$ cat config.mk
export PLATFORM = sky130hd
export DESIGN_NAME = sxp_port
export DESIGN_NICKNAME = d
export VERILOG_FILES = /design/src/rtl/sxp_pkg.sv /design/src/rtl/sxp_fifo.sv /design/src/rtl/sxp_master.sv /design/src/rtl/sxp_slave.sv /design/src/rtl/sxp_port.sv
export SDC_FILE = /design/constraint.sdc
export NUM_CORES = 1
export LEC_CHECK = 0
export CAP_MARGIN = 30
export CORE_ASPECT_RATIO = 0.9
export CORE_MARGIN = 5
export CORE_UTILIZATION = 65
export DETAILED_ROUTE_END_ITERATION = 8
export PLACE_DENSITY = 0.84
export RECOVER_POWER = 100
export SYNTH_ARGS = -nofsm -noshare
export SYNTH_HDL_FRONTEND = slang
export SYNTH_SLANG_ARGS = --single-unit
$ cat constraint.sdc
create_clock -name clk -period 5.72 [get_ports clk]
set_clock_uncertainty 0.15 [all_clocks]
set_input_delay 1.716 -clock clk [delete_from_list [all_inputs] [get_ports clk]]
set_output_delay 1.716 -clock clk [all_outputs]
set_load 0.005 [all_outputs]
$ cat src/rtl/sxp_pkg.sv
// Shared constants and types for the dual-role serial port.
// Assumes register data is at least 8 bits wide so all control and
// status bits fit into one register word.
package sxp_pkg;

    // Register addresses inside the window
    localparam logic [1:0] ADDR_DATA = 2'd0;
    localparam logic [1:0] ADDR_CTRL = 2'd1;
    localparam logic [1:0] ADDR_DIV  = 2'd2;
    localparam logic [1:0] ADDR_STAT = 2'd3;

    // Control bit positions
    localparam int CB_EN  = 0;
    localparam int CB_SLV = 1;
    localparam int CB_POL = 2;
    localparam int CB_PHA = 3;

    // Status bit positions
    localparam int SB_TXE  = 0;
    localparam int SB_TXF  = 1;
    localparam int SB_RXE  = 2;
    localparam int SB_RXF  = 3;
    localparam int SB_BUSY = 4;
    localparam int SB_OVR  = 5;

    // Master sequencer states
    typedef enum logic [1:0] {
        M_IDLE = 2'd0,
        M_RUN  = 2'd1,
        M_TAIL = 2'd2
    } mst_state_t;

endpackage

$ cat src/rtl/sxp_fifo.sv
// Byte queue with registered pointers and an occupancy counter.
// Assumes DEPTH >= 2. A push while full and a pop while empty are ignored.
// rdata shows the oldest entry combinationally.
module sxp_fifo #(
    parameter int WIDTH = 8,
    parameter int DEPTH = 8
) (
    input  logic             clk,
    input  logic             rst_n,
    input  logic             push,
    input  logic [WIDTH-1:0] wdata,
    input  logic             pop,
    output logic [WIDTH-1:0] rdata,
    output logic             full,
    output logic             empty
);

    localparam int AW = $clog2(DEPTH);
    localparam int CW = $clog2(DEPTH + 1);
    localparam logic [CW-1:0] DEPTH_C = CW'(DEPTH);
    localparam logic [AW-1:0] LAST_P  = AW'(DEPTH - 1);

    logic [WIDTH-1:0] mem [DEPTH];
    logic [AW-1:0]    wptr;
    logic [AW-1:0]    rptr;
    logic [CW-1:0]    count;
    logic             do_push;
    logic             do_pop;

    assign full    = (count == DEPTH_C);
    assign empty   = (count == '0);
    assign do_push = push && !full;
    assign do_pop  = pop && !empty;
    assign rdata   = mem[rptr];

    // Storage write, no reset needed on the array
    always_ff @(posedge clk) begin
        if (do_push) begin
            mem[wptr] <= wdata;
        end
    end

    // Pointer and occupancy update
    always_ff @(posedge clk) begin
        if (!rst_n) begin
            wptr  <= '0;
            rptr  <= '0;
            count <= '0;
        end else begin
            if (do_push) begin
                wptr <= (wptr == LAST_P) ? '0 : wptr + 1'b1;
            end
            if (do_pop) begin
                rptr <= (rptr == LAST_P) ? '0 : rptr + 1'b1;
            end
            case ({do_push, do_pop})
                2'b10:   count <= count + 1'b1;
                2'b01:   count <= count - 1'b1;
                default: count <= count;
            endcase
        end
    end

    // a push against a full queue leaves it full and unchanged in size
    a_r8_full_drop: assert property (@(posedge clk) disable iff (!rst_n)
        (push && full && !pop) |=> (full && $stable(wptr)));

    // occupancy never goes beyond the depth
    a_r6_count_bound: assert property (@(posedge clk) disable iff (!rst_n)
        count <= DEPTH_C);

endmodule

$ cat src/rtl/sxp_master.sv
// Master-role engine: opens a frame when a transmit byte is waiting,
// makes 2*DATA_W serial clock edges spaced DIV+1 system clocks apart,
// shifts data out most significant bit first and samples ser_rx on the
// edges chosen by the phase bit. Assumes polarity, phase and divider do
// not change while a frame is open, and that the peer's data is
// synchronous to the clock this engine produces.
module sxp_master #(
    parameter int DATA_W = 8,
    parameter int DIV_W  = 8
) (
    input  logic              clk,
    input  logic              rst_n,
    input  logic              run,
    input  logic              cpol,
    input  logic              cpha,
    input  logic [DIV_W-1:0]  div,
    input  logic              tx_empty,
    input  logic [DATA_W-1:0] tx_data,
    input  logic              rxd,
    output logic              tx_pop,
    output logic              rx_push,
    output logic [DATA_W-1:0] rx_data,
    output logic              sclk,
    output logic              sel_n,
    output logic              txd,
    output logic              busy
);

    import sxp_pkg::*;

    localparam int EDGES = 2 * DATA_W;
    localparam int EW    = $clog2(EDGES);
    localparam logic [EW-1:0] LAST_EDGE = EW'(EDGES - 1);

    mst_state_t        state;
    logic [DIV_W-1:0]  cnt;
    logic              level;
    logic [EW-1:0]     edge_idx;
    logic [DATA_W-1:0] tx_sh;
    logic [DATA_W-1:0] rx_sh;
    logic              sel_n_q;
    logic              tick;
    logic              is_sample;
    logic              is_shift;
    logic              last_sample;
    logic              start;

    assign tick        = (cnt == div);
    assign start       = (state == M_IDLE) && run && !tx_empty;
    assign is_sample   = (edge_idx[0] == cpha);
    assign is_shift    = !is_sample && !(cpha && (edge_idx == '0));
    assign last_sample = (edge_idx == (cpha ? LAST_EDGE : LAST_EDGE - 1'b1));

    assign tx_pop  = start;
    assign rx_push = (state == M_RUN) && tick && is_sample && last_sample;
    assign rx_data = {rx_sh[DATA_W-2:0], rxd};
    assign sclk    = cpol ^ level;
    assign sel_n   = sel_n_q;
    assign txd     = tx_sh[DATA_W-1];
    assign busy    = (state != M_IDLE);

    // Frame sequencer: divider count, edge count, shift registers, select
    always_ff @(posedge clk) begin
        if (!rst_n) begin
            state    <= M_IDLE;
            cnt      <= '0;
            level    <= 1'b0;
            edge_idx <= '0;
            tx_sh    <= '0;
            rx_sh    <= '0;
            sel_n_q  <= 1'b1;
        end else begin
            case (state)
                M_IDLE: begin
                    if (start) begin
                        state    <= M_RUN;
                        tx_sh    <= tx_data;
                        sel_n_q  <= 1'b0;
                        cnt      <= '0;
                        edge_idx <= '0;
                        level    <= 1'b0;
                    end
                end
                M_RUN: begin
                    if (tick) begin
                        cnt      <= '0;
                        level    <= ~level;
                        edge_idx <= edge_idx + 1'b1;
                        if (is_sample) begin
                            rx_sh <= {rx_sh[DATA_W-2:0], rxd};
                        end
                        if (is_shift) begin
                            tx_sh <= {tx_sh[DATA_W-2:0], 1'b0};
                        end
                        if (edge_idx == LAST_EDGE) begin
                            state <= M_TAIL;
                        end
                    end else begin
                        cnt <= cnt + 1'b1;
                    end
                end
                M_TAIL: begin
                    if (tick) begin
                        cnt     <= '0;
                        state   <= M_IDLE;
                        sel_n_q <= 1'b1;
                    end else begin
                        cnt <= cnt + 1'b1;
                    end
                end
                default: state <= M_IDLE;
            endcase
        end
    end

    // with the select high the clock rests at the polarity level
    a_r3_idle_level: assert property (@(posedge clk) disable iff (!rst_n)
        sel_n_q |-> (sclk == cpol));

    // a frame only opens when a byte was waiting and the engine ran
    a_r5_start_needs_data: assert property (@(posedge clk) disable iff (!rst_n)
        $fell(sel_n_q) |-> $past(run && !tx_empty));

    // a receive push happens only inside an open frame
    a_r6_push_in_frame: assert property (@(posedge clk) disable iff (!rst_n)
        rx_push |-> !sel_n_q);

endmodule

$ cat src/rtl/sxp_slave.sv
// Slave-role engine for idle-low clock, first-edge sampling. Brings the
// external clock, select and data into the system clock domain with
// two flops, detects edges there, samples on rising edges and shifts
// on falling edges. Assumes the external clock half period is at least
// three system clocks. An empty transmit queue sends zeros.
module sxp_slave #(
    parameter int DATA_W = 8
) (
    input  logic              clk,
    input  logic              rst_n,
    input  logic              run,
    input  logic              sclk_in,
    input  logic              sel_n_in,
    input  logic              rxd_in,
    input  logic              tx_empty,
    input  logic [DATA_W-1:0] tx_data,
    output logic              tx_pop,
    output logic              rx_push,
    output logic [DATA_W-1:0] rx_data,
    output logic              txd,
    output logic              active
);

    localparam int CNTW = $clog2(DATA_W);
    localparam logic [CNTW-1:0] LAST_BIT = CNTW'(DATA_W - 1);

    logic [2:0]        sclk_s;
    logic [2:0]        sel_s;
    logic [1:0]        rxd_s;
    logic [CNTW-1:0]   bit_cnt;
    logic              reload;
    logic [DATA_W-1:0] tx_sh;
    logic [DATA_W-1:0] rx_sh;
    logic              rise;
    logic              fall;
    logic              sel_low;
    logic              sel_fall;
    logic              load;
    logic [DATA_W-1:0] next_byte;

    assign rise      = sclk_s[1] && !sclk_s[2];
    assign fall      = !sclk_s[1] && sclk_s[2];
    assign sel_low   = !sel_s[1];
    assign sel_fall  = !sel_s[1] && sel_s[2];
    assign load      = run && (sel_fall || (sel_low && fall && reload));
    assign next_byte = tx_empty ? '0 : tx_data;

    assign tx_pop  = load && !tx_empty;
    assign rx_push = run && sel_low && rise && (bit_cnt == LAST_BIT);
    assign rx_data = {rx_sh[DATA_W-2:0], rxd_s[1]};
    assign txd     = tx_sh[DATA_W-1];
    assign active  = run && sel_low;

    // Input synchronisers for the external pins
    always_ff @(posedge clk) begin
        if (!rst_n) begin
            sclk_s <= 3'b000;
            sel_s  <= 3'b111;
            rxd_s  <= 2'b00;
        end else begin
            sclk_s <= {sclk_s[1:0], sclk_in};
            sel_s  <= {sel_s[1:0], sel_n_in};
            rxd_s  <= {rxd_s[0], rxd_in};
        end
    end

    // Bit engine: load on select fall, sample on rise, shift or reload on fall
    always_ff @(posedge clk) begin
        if (!rst_n) begin
            bit_cnt <= '0;
            reload  <= 1'b0;
            tx_sh   <= '0;
            rx_sh   <= '0;
        end else if (run && sel_fall) begin
            bit_cnt <= '0;
            reload  <= 1'b0;
            tx_sh   <= next_byte;
        end else if (run && sel_low) begin
            if (rise) begin
                rx_sh <= {rx_sh[DATA_W-2:0], rxd_s[1]};
                if (bit_cnt == LAST_BIT) begin
                    bit_cnt <= '0;
                    reload  <= 1'b1;
                end else begin
                    bit_cnt <= bit_cnt + 1'b1;
                end
            end
            if (fall) begin
                if (reload) begin
                    tx_sh  <= next_byte;
                    reload <= 1'b0;
                end else begin
                    tx_sh <= {tx_sh[DATA_W-2:0], 1'b0};
                end
            end
        end
    end

    // bytes are only taken from the transmit queue inside a selected frame
    a_r9_pop_in_frame: assert property (@(posedge clk) disable iff (!rst_n)
        tx_pop |-> (sel_low && run));

    // the outgoing bit holds still across a rising (sampling) edge
    a_r9_stable_at_rise: assert property (@(posedge clk) disable iff (!rst_n)
        (run && sel_low && !sel_fall && rise) |=> $stable(tx_sh));

endmodule

$ cat src/rtl/sxp_port.sv
// Top of the dual-role serial port: register window, both queues and
// the choice between master and slave engines. Assumes DATA_W and DIV_W
// do not exceed REG_W and that software changes role, polarity, phase
// and divider only while the port is idle.
module sxp_port #(
    parameter int REG_W      = 8,
    parameter int DATA_W     = 8,
    parameter int DIV_W      = 8,
    parameter int FIFO_DEPTH = 8
) (
    input  logic             clk,
    input  logic             rst_n,
    input  logic             reg_wr,
    input  logic             reg_rd,
    input  logic [1:0]       reg_addr,
    input  logic [REG_W-1:0] reg_wdata,
    output logic [REG_W-1:0] reg_rdata,
    output logic             sclk_o,
    output logic             sel_n_o,
    input  logic             sclk_i,
    input  logic             sel_n_i,
    output logic             ser_tx,
    output logic             ser_tx_oe,
    input  logic             ser_rx
);

    import sxp_pkg::*;

    logic              en_q;
    logic              slv_q;
    logic              cpol_q;
    logic              cpha_q;
    logic [DIV_W-1:0]  div_q;
    logic              ovr_q;

    logic              wr_data;
    logic              wr_ctrl;
    logic              wr_div;
    logic              wr_stat;
    logic              rd_data;
    logic              run_m;
    logic              run_s;

    logic              tx_full;
    logic              tx_empty;
    logic [DATA_W-1:0] tx_head;
    logic              tx_pop;
    logic              rx_full;
    logic              rx_empty;
    logic [DATA_W-1:0] rx_head;
    logic              rx_push_any;
    logic [DATA_W-1:0] rx_byte;

    logic              m_pop;
    logic              m_push;
    logic [DATA_W-1:0] m_rx;
    logic              m_sclk;
    logic              m_sel_n;
    logic              m_txd;
    logic              m_busy;
    logic              s_pop;
    logic              s_push;
    logic [DATA_W-1:0] s_rx;
    logic              s_txd;
    logic              s_active;

    assign wr_data = reg_wr && (reg_addr == ADDR_DATA);
    assign wr_ctrl = reg_wr && (reg_addr == ADDR_CTRL);
    assign wr_div  = reg_wr && (reg_addr == ADDR_DIV);
    assign wr_stat = reg_wr && (reg_addr == ADDR_STAT);
    assign rd_data = reg_rd && (reg_addr == ADDR_DATA);
    assign run_m   = en_q && !slv_q;
    assign run_s   = en_q && slv_q;

    assign tx_pop      = m_pop || s_pop;
    assign rx_push_any = m_push || s_push;
    assign rx_byte     = slv_q ? s_rx : m_rx;

    assign sclk_o    = m_sclk;
    assign sel_n_o   = m_sel_n;
    assign ser_tx    = slv_q ? s_txd : m_txd;
    assign ser_tx_oe = run_m ? !m_sel_n : s_active;

    // Control and divider registers; slave role forces the 0/0 timing
    always_ff @(posedge clk) begin
        if (!rst_n) begin
            en_q   <= 1'b0;
            slv_q  <= 1'b0;
            cpol_q <= 1'b0;
            cpha_q <= 1'b0;
            div_q  <= '0;
        end else begin
            if (wr_ctrl) begin
                en_q   <= reg_wdata[CB_EN];
                slv_q  <= reg_wdata[CB_SLV];
                cpol_q <= reg_wdata[CB_POL] && !reg_wdata[CB_SLV];
                cpha_q <= reg_wdata[CB_PHA] && !reg_wdata[CB_SLV];
            end
            if (wr_div) begin
                div_q <= reg_wdata[DIV_W-1:0];
            end
        end
    end

    // Sticky overrun flag: set on a lost byte, cleared by writing one
    always_ff @(posedge clk) begin
        if (!rst_n) begin
            ovr_q <= 1'b0;
        end else if (rx_push_any && rx_full) begin
            ovr_q <= 1'b1;
        end else if (wr_stat && reg_wdata[SB_OVR]) begin
            ovr_q <= 1'b0;
        end
    end

    // Read multiplexer for the register window
    always_comb begin
        reg_rdata = '0;
        case (reg_addr)
            ADDR_DATA: reg_rdata = REG_W'(rx_head);
            ADDR_CTRL: begin
                reg_rdata[CB_EN]  = en_q;
                reg_rdata[CB_SLV] = slv_q;
                reg_rdata[CB_POL] = cpol_q;
                reg_rdata[CB_PHA] = cpha_q;
            end
            ADDR_DIV:  reg_rdata = REG_W'(div_q);
            default: begin
                reg_rdata[SB_TXE]  = tx_empty;
                reg_rdata[SB_TXF]  = tx_full;
                reg_rdata[SB_RXE]  = rx_empty;
                reg_rdata[SB_RXF]  = rx_full;
                reg_rdata[SB_BUSY] = m_busy || s_active;
                reg_rdata[SB_OVR]  = ovr_q;
            end
        endcase
    end

    sxp_fifo #(.WIDTH(DATA_W), .DEPTH(FIFO_DEPTH)) u_txq (
        .clk   (clk),
        .rst_n (rst_n),
        .push  (wr_data),
        .wdata (reg_wdata[DATA_W-1:0]),
        .pop   (tx_pop),
        .rdata (tx_head),
        .full  (tx_full),
        .empty (tx_empty)
    );

    sxp_fifo #(.WIDTH(DATA_W), .DEPTH(FIFO_DEPTH)) u_rxq (
        .clk   (clk),
        .rst_n (rst_n),
        .push  (rx_push_any),
        .wdata (rx_byte),
        .pop   (rd_data),
        .rdata (rx_head),
        .full  (rx_full),
        .empty (rx_empty)
    );

    sxp_master #(.DATA_W(DATA_W), .DIV_W(DIV_W)) u_mst (
        .clk      (clk),
        .rst_n    (rst_n),
        .run      (run_m),
        .cpol     (cpol_q),
        .cpha     (cpha_q),
        .div      (div_q),
        .tx_empty (tx_empty),
        .tx_data  (tx_head),
        .rxd      (ser_rx),
        .tx_pop   (m_pop),
        .rx_push  (m_push),
        .rx_data  (m_rx),
        .sclk     (m_sclk),
        .sel_n    (m_sel_n),
        .txd      (m_txd),
        .busy     (m_busy)
    );

    sxp_slave #(.DATA_W(DATA_W)) u_slv (
        .clk      (clk),
        .rst_n    (rst_n),
        .run      (run_s),
        .sclk_in  (sclk_i),
        .sel_n_in (sel_n_i),
        .rxd_in   (ser_rx),
        .tx_empty (tx_empty),
        .tx_data  (tx_head),
        .tx_pop   (s_pop),
        .rx_push  (s_push),
        .rx_data  (s_rx),
        .txd      (s_txd),
        .active   (s_active)
    );

    // the slave role never holds a timing other than polarity 0, phase 0
    a_r10_slave_timing: assert property (@(posedge clk) disable iff (!rst_n)
        slv_q |-> (!cpol_q && !cpha_q));

    // overrun stays set until a clearing write
    a_r7_overrun_sticky: assert property (@(posedge clk) disable iff (!rst_n)
        (ovr_q && !(wr_stat && reg_wdata[SB_OVR])) |=> ovr_q);

    // a byte arriving at a full receive queue raises overrun next cycle
    a_r7_overrun_set: assert property (@(posedge clk) disable iff (!rst_n)
        (rx_push_any && rx_full) |=> ovr_q);

    // in the master role the enable follows the select
    a_r11_oe_master: assert property (@(posedge clk) disable iff (!rst_n)
        (run_m && !m_sel_n) |-> ser_tx_oe);

endmodule

Word-level counts from Yosys, hierarchy flattened

Memories as Yosys holds them, arrays and structs flattened. A register that Yosys moved wholly into a read port is not among the register bits.
Index checks and enable logic that the tools add are counted.

Memories kept: 2
Logic and storage cells: 195
RAM bits: 128
Output and inout port bits: 12
Register bits after elaboration: 91

Memory list:

| memory    | depth | bits a word | rd ports | clocked after Yosys merged registers in | wr ports | RTL line       | RTL |
|---|---|---|---|---|---|---|---|
| u_rxq.mem | 8     | 8           | 1        | 1                                       | 1        | sxp_fifo.sv:23 | `logic [WIDTH-1:0] mem [DEPTH];` |
| u_txq.mem | 8     | 8           | 1        | 1                                       | 1        | sxp_fifo.sv:23 |  |

Bitwise operators: 4
Add/sub/neg operators: 11
Equal/unequal tests: 25
Reduce and logical (&&, ||, !) cells: 74
Multiplexer cells: 53

Operator list:

| kind                | number |
|---|---|
| $mux 8              | 11 |
| $logic_and 1x1->1   | 33 |
| $pmux 8 s2          | 2 |
| $mux 3              | 9 |
| $pmux 4 s2          | 3 |
| $reduce_bool 2->1   | 9 |
| $mux 1              | 16 |
| $add 3x1->3 const B | 5 |
| $eq 3x3->1 const B  | 5 |
| $add 4x1->4 const B | 3 |
| $eq 4x4->1 const B  | 3 |
| $logic_not 1->1     | 12 |
| $logic_not 4->1     | 3 |
| $pmux 2 s3          | 2 |
| $pmux 4 s3          | 1 |
| $reduce_and 3->1    | 4 |
| $eq 2x2->1 const B  | 5 |
| $add 8x1->8 const B | 1 |
| $eq 2x1->1 const B  | 4 |
| $eq 8x8->1          | 1 |
| $mux 2              | 4 |
| $mux 4              | 2 |
| $reduce_and 4->1    | 2 |
| $sub 4x1->4 const B | 2 |
| other kinds (12)    | 25 |

Depth between registers and ports, before layout

Gate-level depths: netlist of run 1.

Word-level depth: 11
Depth in mapped cells: 14
Gate-level depth less buffers: 13

Hierarchy

From an unflattened synthesis of run 1, not the netlist that was laid out.

Cells, all modules: 723
Area, all modules: 9897.0 sq um

By module, submodules not included:

| module     | area an instance (sq um) | cells each | times used | sequential area each (sq um) |
|---|---|---|---|---|
| sxp_fifo   | 3128.0                   | 172        | 2          | 2182.1 |
| sxp_master | 1677.9                   | 188        | 1          | 620.6 |
| sxp_slave  | 1062.3                   | 102        | 1          | 540.5 |
| sxp_port   | 900.9                    | 89         | 1          | 260.2 |

Worst setup path after synthesis of run 1

Ideal clock, no wire load.

Path kind: input -> output
Start: input reg_addr[1]
End: output reg_rdata[2]
Path buffers: 2
Stages on the path: 3
Arrival time: 2.820 ns
Slack: 1.034 ns
Required time: 3.854 ns
Path through: clkbuf_1 > clkbuf_1 > mux4_2

Cells in the longest elaborated chain, start to end: 2
Elaborated cells between the ends (all ways): 4
Classes of those cells: eq/ne (2); mux (1); reduce/logical (1)

RTL lines:

| what                                     | RTL line        | RTL |
|---|---|---|
| start, declared                          | sxp_port.sv:15  | `input logic [1:0] reg_addr,` |
| $eq 2x2->1, or another cell as far along | sxp_port.sv:119 | `case (reg_addr)` |
| $pmux 4 s3 (*)                           | sxp_port.sv:119 |  |
| end, declared                            | sxp_port.sv:17  | `output logic [REG_W-1:0] reg_rdata,` |

Every way passes the cells marked *; elsewhere a longest branch is shown, timed or not.

Worst setup path after layout of run 1

Start: input reg_addr[1]
End: output reg_rdata[3]

The elaborated chain is that of the path after synthesis.

==> results.toml, run 1 <==
[run_status]
status = "finished, violations left"
violations = "capacitance limit, slew limit"

[run]
maxCapViolations = 2

[clocking]
clkSinkCount = 225
path_clk_slew_ns = 0.06
tritoncts = "done"
postCtsSetupRepairBufs = 0
ctsHoldBuffers = 0
cts_buffers = 22
cts_resized = 0
root_buffer = "clkbuf_16"
clkLatencyLatePin_ns = 0.51
htree_levels = 1
cts_max_path_buffers = 3

[final_layout]
final_cell_area_sq_mm = 0.0109
fin_nets = 826
drive_gt1_frac = 0.0885
area_growth_pct = 11.4
fillCellCount = 910

[critical_path]
crit_fanout = 13
reg2reg_slack_ns = 1.63
max_stage_delay_ns = 0.88
timing.critical_path.max_delay_family = "buffers and inverters"
crit_chain = "clkdlybuf4s50_1 -> mux4_2 -> clkdlybuf4s50_1"
startpoint_type = "input port"
end_kind = "output pin"
crit_type = "in2out"
cp.depth = 3
r2r_cells = 12
crit_path_frequent_cell = "clkdlybuf4s50_1"
critPathRequiredTime_ns = 3.85
crit_arrival_ns = 3.66
worstPathBufferInverterCount = 2
critPathSlowestCell = "clkdlybuf4s50_1"

[routing]
drtPass1Iterations = 5
top_layer = "met4"
postRouteAntennaNets = 0
via_per_inst = 6.54
routed-wl-met2_microns = 10800
post_drt_wl_per_cell_microns = 22.6
wl_met3_microns = 1740
drc = 0
dr_total_vias = 6548
dr.first_iter.drc_count = 644
drt-met1-wl_microns = 9210
finalWirelength_microns = 22600

[synth]
synth_edf_count = 128
synth_seq_cells = 225
yosys_warnings = 0
yosys.area.top_type = "edfxtp_1"
syn_nets = 793
synth_top_area_share = 0.392
synth.top_cells.by_count = "128 x edfxtp_1, 97 x dfxtp_1, 68 x nor2_1"
synth-main-ff-cell = "edfxtp_1"
postSynthCellCount = 753
avgSynthCellArea_sq_um = 13.0
async_reset_ff_frac = 0
yosysMostFrequentCell = "edfxtp_1"
synth_cell_types = 61
synth.area.top_cells = "edfxtp_1 39%, dfxtp_1 20%, mux2i_1 6.1%"
synth_seq_area_share = 0.589
netlist_area_sq_mm = 0.00981

[min_path]
hold_path.class = "reg2reg"
hold_path_depth = 1

[global_route]
grt.overflow.total = 0
grt_max_degree = 52
grt_pass1_vias = 6653
grt_usage = 0.256
antenna_found_initial = 1
grt_pass1_wl_microns = 36100

[sta]
rsz0062_at_grt = "no"
fmax_mhz = 181
worst_pin_slew_ns = 1.60
finalSetupViolCount = 0
hold_violations = 0
drv_slew = 43
finalSetupTns_ns = 0
post-route-min-period_ns = 5.53
hold_slack_ns = 0.268
fin_crit_sh = 0.967
slew_headroom = -0.0672

[power_and_ir_drop]
power.total_w = 0.00345
ir_drop_uv = 328
p_per_area_mw_per_mm2 = 316
p_leak_nw = 3.86

[floorplan]
die_w_microns = 140
core_sq_mm = 0.0148
ios = 29
start_util = 0.665
die_area_sq_mm = 0.0177
die_height_microns = 127
fp-row-count = 42

[placed_design]
placed_area_sq_mm = 0.0103
io_buffer_count = 28
gp_congestion = 0.891
dp_hpwl_microns = 14500
kinds of logic after synthesis:
family / count (synthesis) / synth area share
DFF: 225 / 0.589
and+or+nand+nor: 214 / 0.112
muxes: 112 / 0.151
AOI/OAI and AO/OA: 111 / 0.0778
buffers and inverters: 50 / 0.0236
adders and majority gates: 23 / 0.0293
xor gates and xnor gates: 18 / 0.0161
worst register-to-register path, cell delays in order, from the launching register on:
cell	delay (ns)
dfxtp_1	0.87
and3b_1	0.49
and4b_1	0.47
nand2_1	0.20
o21ai_0	0.26
inv_1	0.19
ha_1	0.29
xor2_1	0.17
ha_1	0.19
a21oi_1	0.16
xor2_1	0.11
or3_1	0.31
a21oi_1	0.15
cell usage in the layout (no fill, tap or decap), drive strengths merged, types with 9 or more instances in the layout:
master         instances
a21oi                 33
xnor2                 10
o21ai                 14
nor2                  68
clkbuf                40
mux2                  30
dlygate4sd3           17
mux2i                 60
nand2                 47
clkinv                10
nor3                  13
edfxtp               128
ha                    23
and2                   9
dfxtp                 97
o31ai                 12
clkdlybuf4s50         11
nand2b                11
inv                   15
mux4                  22
metal layers:
metal / global-route usage / vias up
met3: 0.0437 / 85
li1: - / 2919
met2: 0.420 / 322
met5: 0 / -
met1: 0.346 / 3222
met4: 0.0972 / 0
power by group:
part	internal, W	total, W	switching, W
clock	0.000812	0.00140	0.000590
sequential	0.00173	0.00175	0.0000201
combinational	0.000108	0.000306	0.000199
total	0.00264	0.00345	0.000809
worst paths after layout:
path                                startpoint        endpoint
worst min register to register  u_slv.sel_s[0]  u_slv.sel_s[1]
worst max-delay path               reg_addr[1]    reg_rdata[3]
worst min-delay path            u_slv.sel_s[0]  u_slv.sel_s[1]
worst max register to register           slv_q  u_rxq.count[2]
cell type report:
class,count,area (sq um),share of cell area
clock inverters,13,120,0.0110
repair buffers,44,353,0.0323
multi-input cells,478,3790,0.347
well taps,198,248,0.0226
clock buffers,27,579,0.0530
flip-flops and latches,225,5790,0.529
diodes,1,2.50,0.000229
inverters,15,56.3,0.00515
state kept, by name, summed over array words and instances, names as in the netlist, 2 cells and up, named ones only:
name            count
u_slv.rx_sh         7
u_txq.count         4
u_rxq.mem          64
u_mst.state         2
u_txq.mem          64
u_rxq.rptr          3
u_rxq.count         4
u_rxq.wptr          3
u_txq.wptr          3
u_slv.bit_cnt       3
u_slv.tx_sh         8
u_mst.rx_sh         7
u_mst.tx_sh         8
u_mst.edge_idx      4
u_slv.sclk_s        3
u_mst.cnt           8
div_q               8
u_slv.sel_s         3
u_slv.rxd_s         2
u_txq.rptr          3
stage by stage:
stage,worst slack (ns),cells,utilization
4_1_cts,0.203,1000,0.745
3_3_place_gp,0.265,959,0.696
5_1_grt,0.119,1000,0.741
3_5_place_dp,0.207,960,0.698
2_1_floorplan,1.03,753,-
6_report,0.190,1001,0.741
Power figures use the tool's default switching activity.
==> run 2, diff against run 1 <==
CTS_BUF_LIST = sky130_fd_sc_hd__clkbuf_8   (was unset)
==> results.toml, run 2 (same netlist as run 1, synthesis figures left out) <==
[final_layout]
diodes = 0
seq_area_sq_mm = 0.00579
drive_gt1_frac = 0.107
final_cell_area_sq_mm = 0.0110
multiInputGateArea_sq_mm = 0.00379
final_common_cell = "edfxtp_1"
largest_registers = "u_rxq.mem x64, u_txq.mem x64"
area_growth_pct = 12.0
fillCellCount = 923
fin_nets = 840
final_cell_mix = "128 x edfxtp_1, 97 x dfxtp_1, 68 x nor2_1"

[floorplan]
start_util = 0.665
die_w_microns = 140
die_area_sq_mm = 0.0177
die_height_microns = 127
fp-row-count = 42
ios = 29
core_sq_mm = 0.0148

[sta]
slew_headroom = -0.0301
hold_violations = 0
fin_crit_sh = 0.966
drv_slew = 44
fmax_mhz = 181
post-route-min-period_ns = 5.53
rsz0062_at_grt = "no"
finalSetupTns_ns = 0
worst_pin_slew_ns = 1.54
timing.final.ws_setup_ns = 0.192
finalSetupViolCount = 0

[critical_path]
crit_fanout = 13
timing.critical_path.max_delay_family = "buffers and inverters"
crit_chain = "clkdlybuf4s50_1 -> mux4_2 -> clkdlybuf4s50_1"
end_kind = "output pin"
critPathSlowestCell = "clkdlybuf4s50_1"
critPathRequiredTime_ns = 3.85
crit_type = "in2out"
worstPathBufferInverterCount = 2
startpoint_type = "input port"
crit_path_frequent_cell = "clkdlybuf4s50_1"
crit_arrival_ns = 3.66
max_stage_delay_ns = 0.86

[clocking]
htree_levels = 2
postCtsSetupRepairBufs = 0
root_buffer = "clkbuf_8"
tritoncts = "done"
cts_buffers = 36
cts_resized = 0
ctsHoldBuffers = 0
path_clk_slew_ns = 0.06
clkSinkCount = 225
clkLatencyLatePin_ns = 0.53
cts_max_path_buffers = 3

[global_route]
antenna_found_initial = 0
grt_pass1_vias = 6575
grt_pass1_wl_microns = 34500
grt.overflow.total = 0
grt_usage = 0.244
grt_max_degree = 52

[power_and_ir_drop]
p_per_area_mw_per_mm2 = 316
p_leak_nw = 3.95
ir_drop_uv = 277

[run_status]
status = "finished, violations left"
violations = "capacitance limit, slew limit"

[routing]
via_per_inst = 6.35
finalWirelength_microns = 21300
dr_total_vias = 6506
post_drt_wl_per_cell_microns = 20.8
dr.first_iter.drc_count = 597
postRouteAntennaNets = 0
drc = 0
drtPass1Iterations = 5

[placed_design]
dp_hpwl_microns = 14500
pre_cts_slack_ns = 0.207
io_buffer_count = 28
gp_congestion = 0.891
placed_area_sq_mm = 0.0103

[run]
maxCapViolations = 2

[min_path]
hold_path.class = "reg2reg"
==> run 2: cell types whose count changed in the layout (fill, tap and decap cells not counted), sizes merged <==
cell,change
inv,+15
clkinv,-6
clkbuf,+13
bufinv,+2
diode,-1
==> run 2: cell type report <==
type,instances,area share
flip-flops and latches,225,0.526
clock buffers,40,0.0501
multi-input cells,478,0.345
repair buffers,44,0.0321
clock inverters,24,0.0188
well taps,198,0.0225
inverters,15,0.00512
==> run 2: worst reg2reg max path, cell delays in order (launching register included) <==
cell	delay [ns]
dfxtp_1	0.86
and3b_1	0.48
and4b_1	0.46
nand2_1	0.20
o21ai_0	0.26
inv_1	0.18
ha_1	0.29
xor2_1	0.17
ha_1	0.19
a21oi_1	0.17
xor2_1	0.11
or3_1	0.31
a21oi_1	0.15
==> run 2: worst paths after layout <==
kind | cells past startpoint | slack (ns) | to | startpoint
setup / recovery | 3 | 0.19 | reg_rdata[3] | reg_addr[1]
hold / removal | 1 | 0.27 | u_slv.sel_s[1] | u_slv.sel_s[0]
setup reg to reg | 12 | 1.67 | u_rxq.count[2] | slv_q
hold reg to reg | 1 | 0.27 | u_slv.sel_s[1] | u_slv.sel_s[0]
==> run 2: layer usage <==
metal | up-vias | track usage | part of all wire
met5 | - | 0 | 0
met4 | 0 | 0.0759 | 0.022
met3 | 41 | 0.0489 | 0.074
met2 | 260 | 0.401 | 0.48
met1 | 3247 | 0.333 | 0.42
li1 | 2958 | - | -
==> run 2: stage by stage <==
step	total power (W)	hold slack, ns	cells	utilization
detailed placement	0.00207	0.253	960	0.698
CTS	0.00349	0.278	1024	0.749
global route	0.00361	0.288	1024	0.744
floorplan	0.00197	0.236	753	-
global placement	0.00205	0.257	959	0.696
finish	0.00347	0.275	1024	0.744
==> run 2: power by group <==
group | switching, W | leakage (nW) | internal [W]
combinational | 0.000190 | 1.56 | 0.000107
clock | 0.000606 | 0.434 | 0.000825
sequential | 0.0000203 | 1.95 | 0.00173
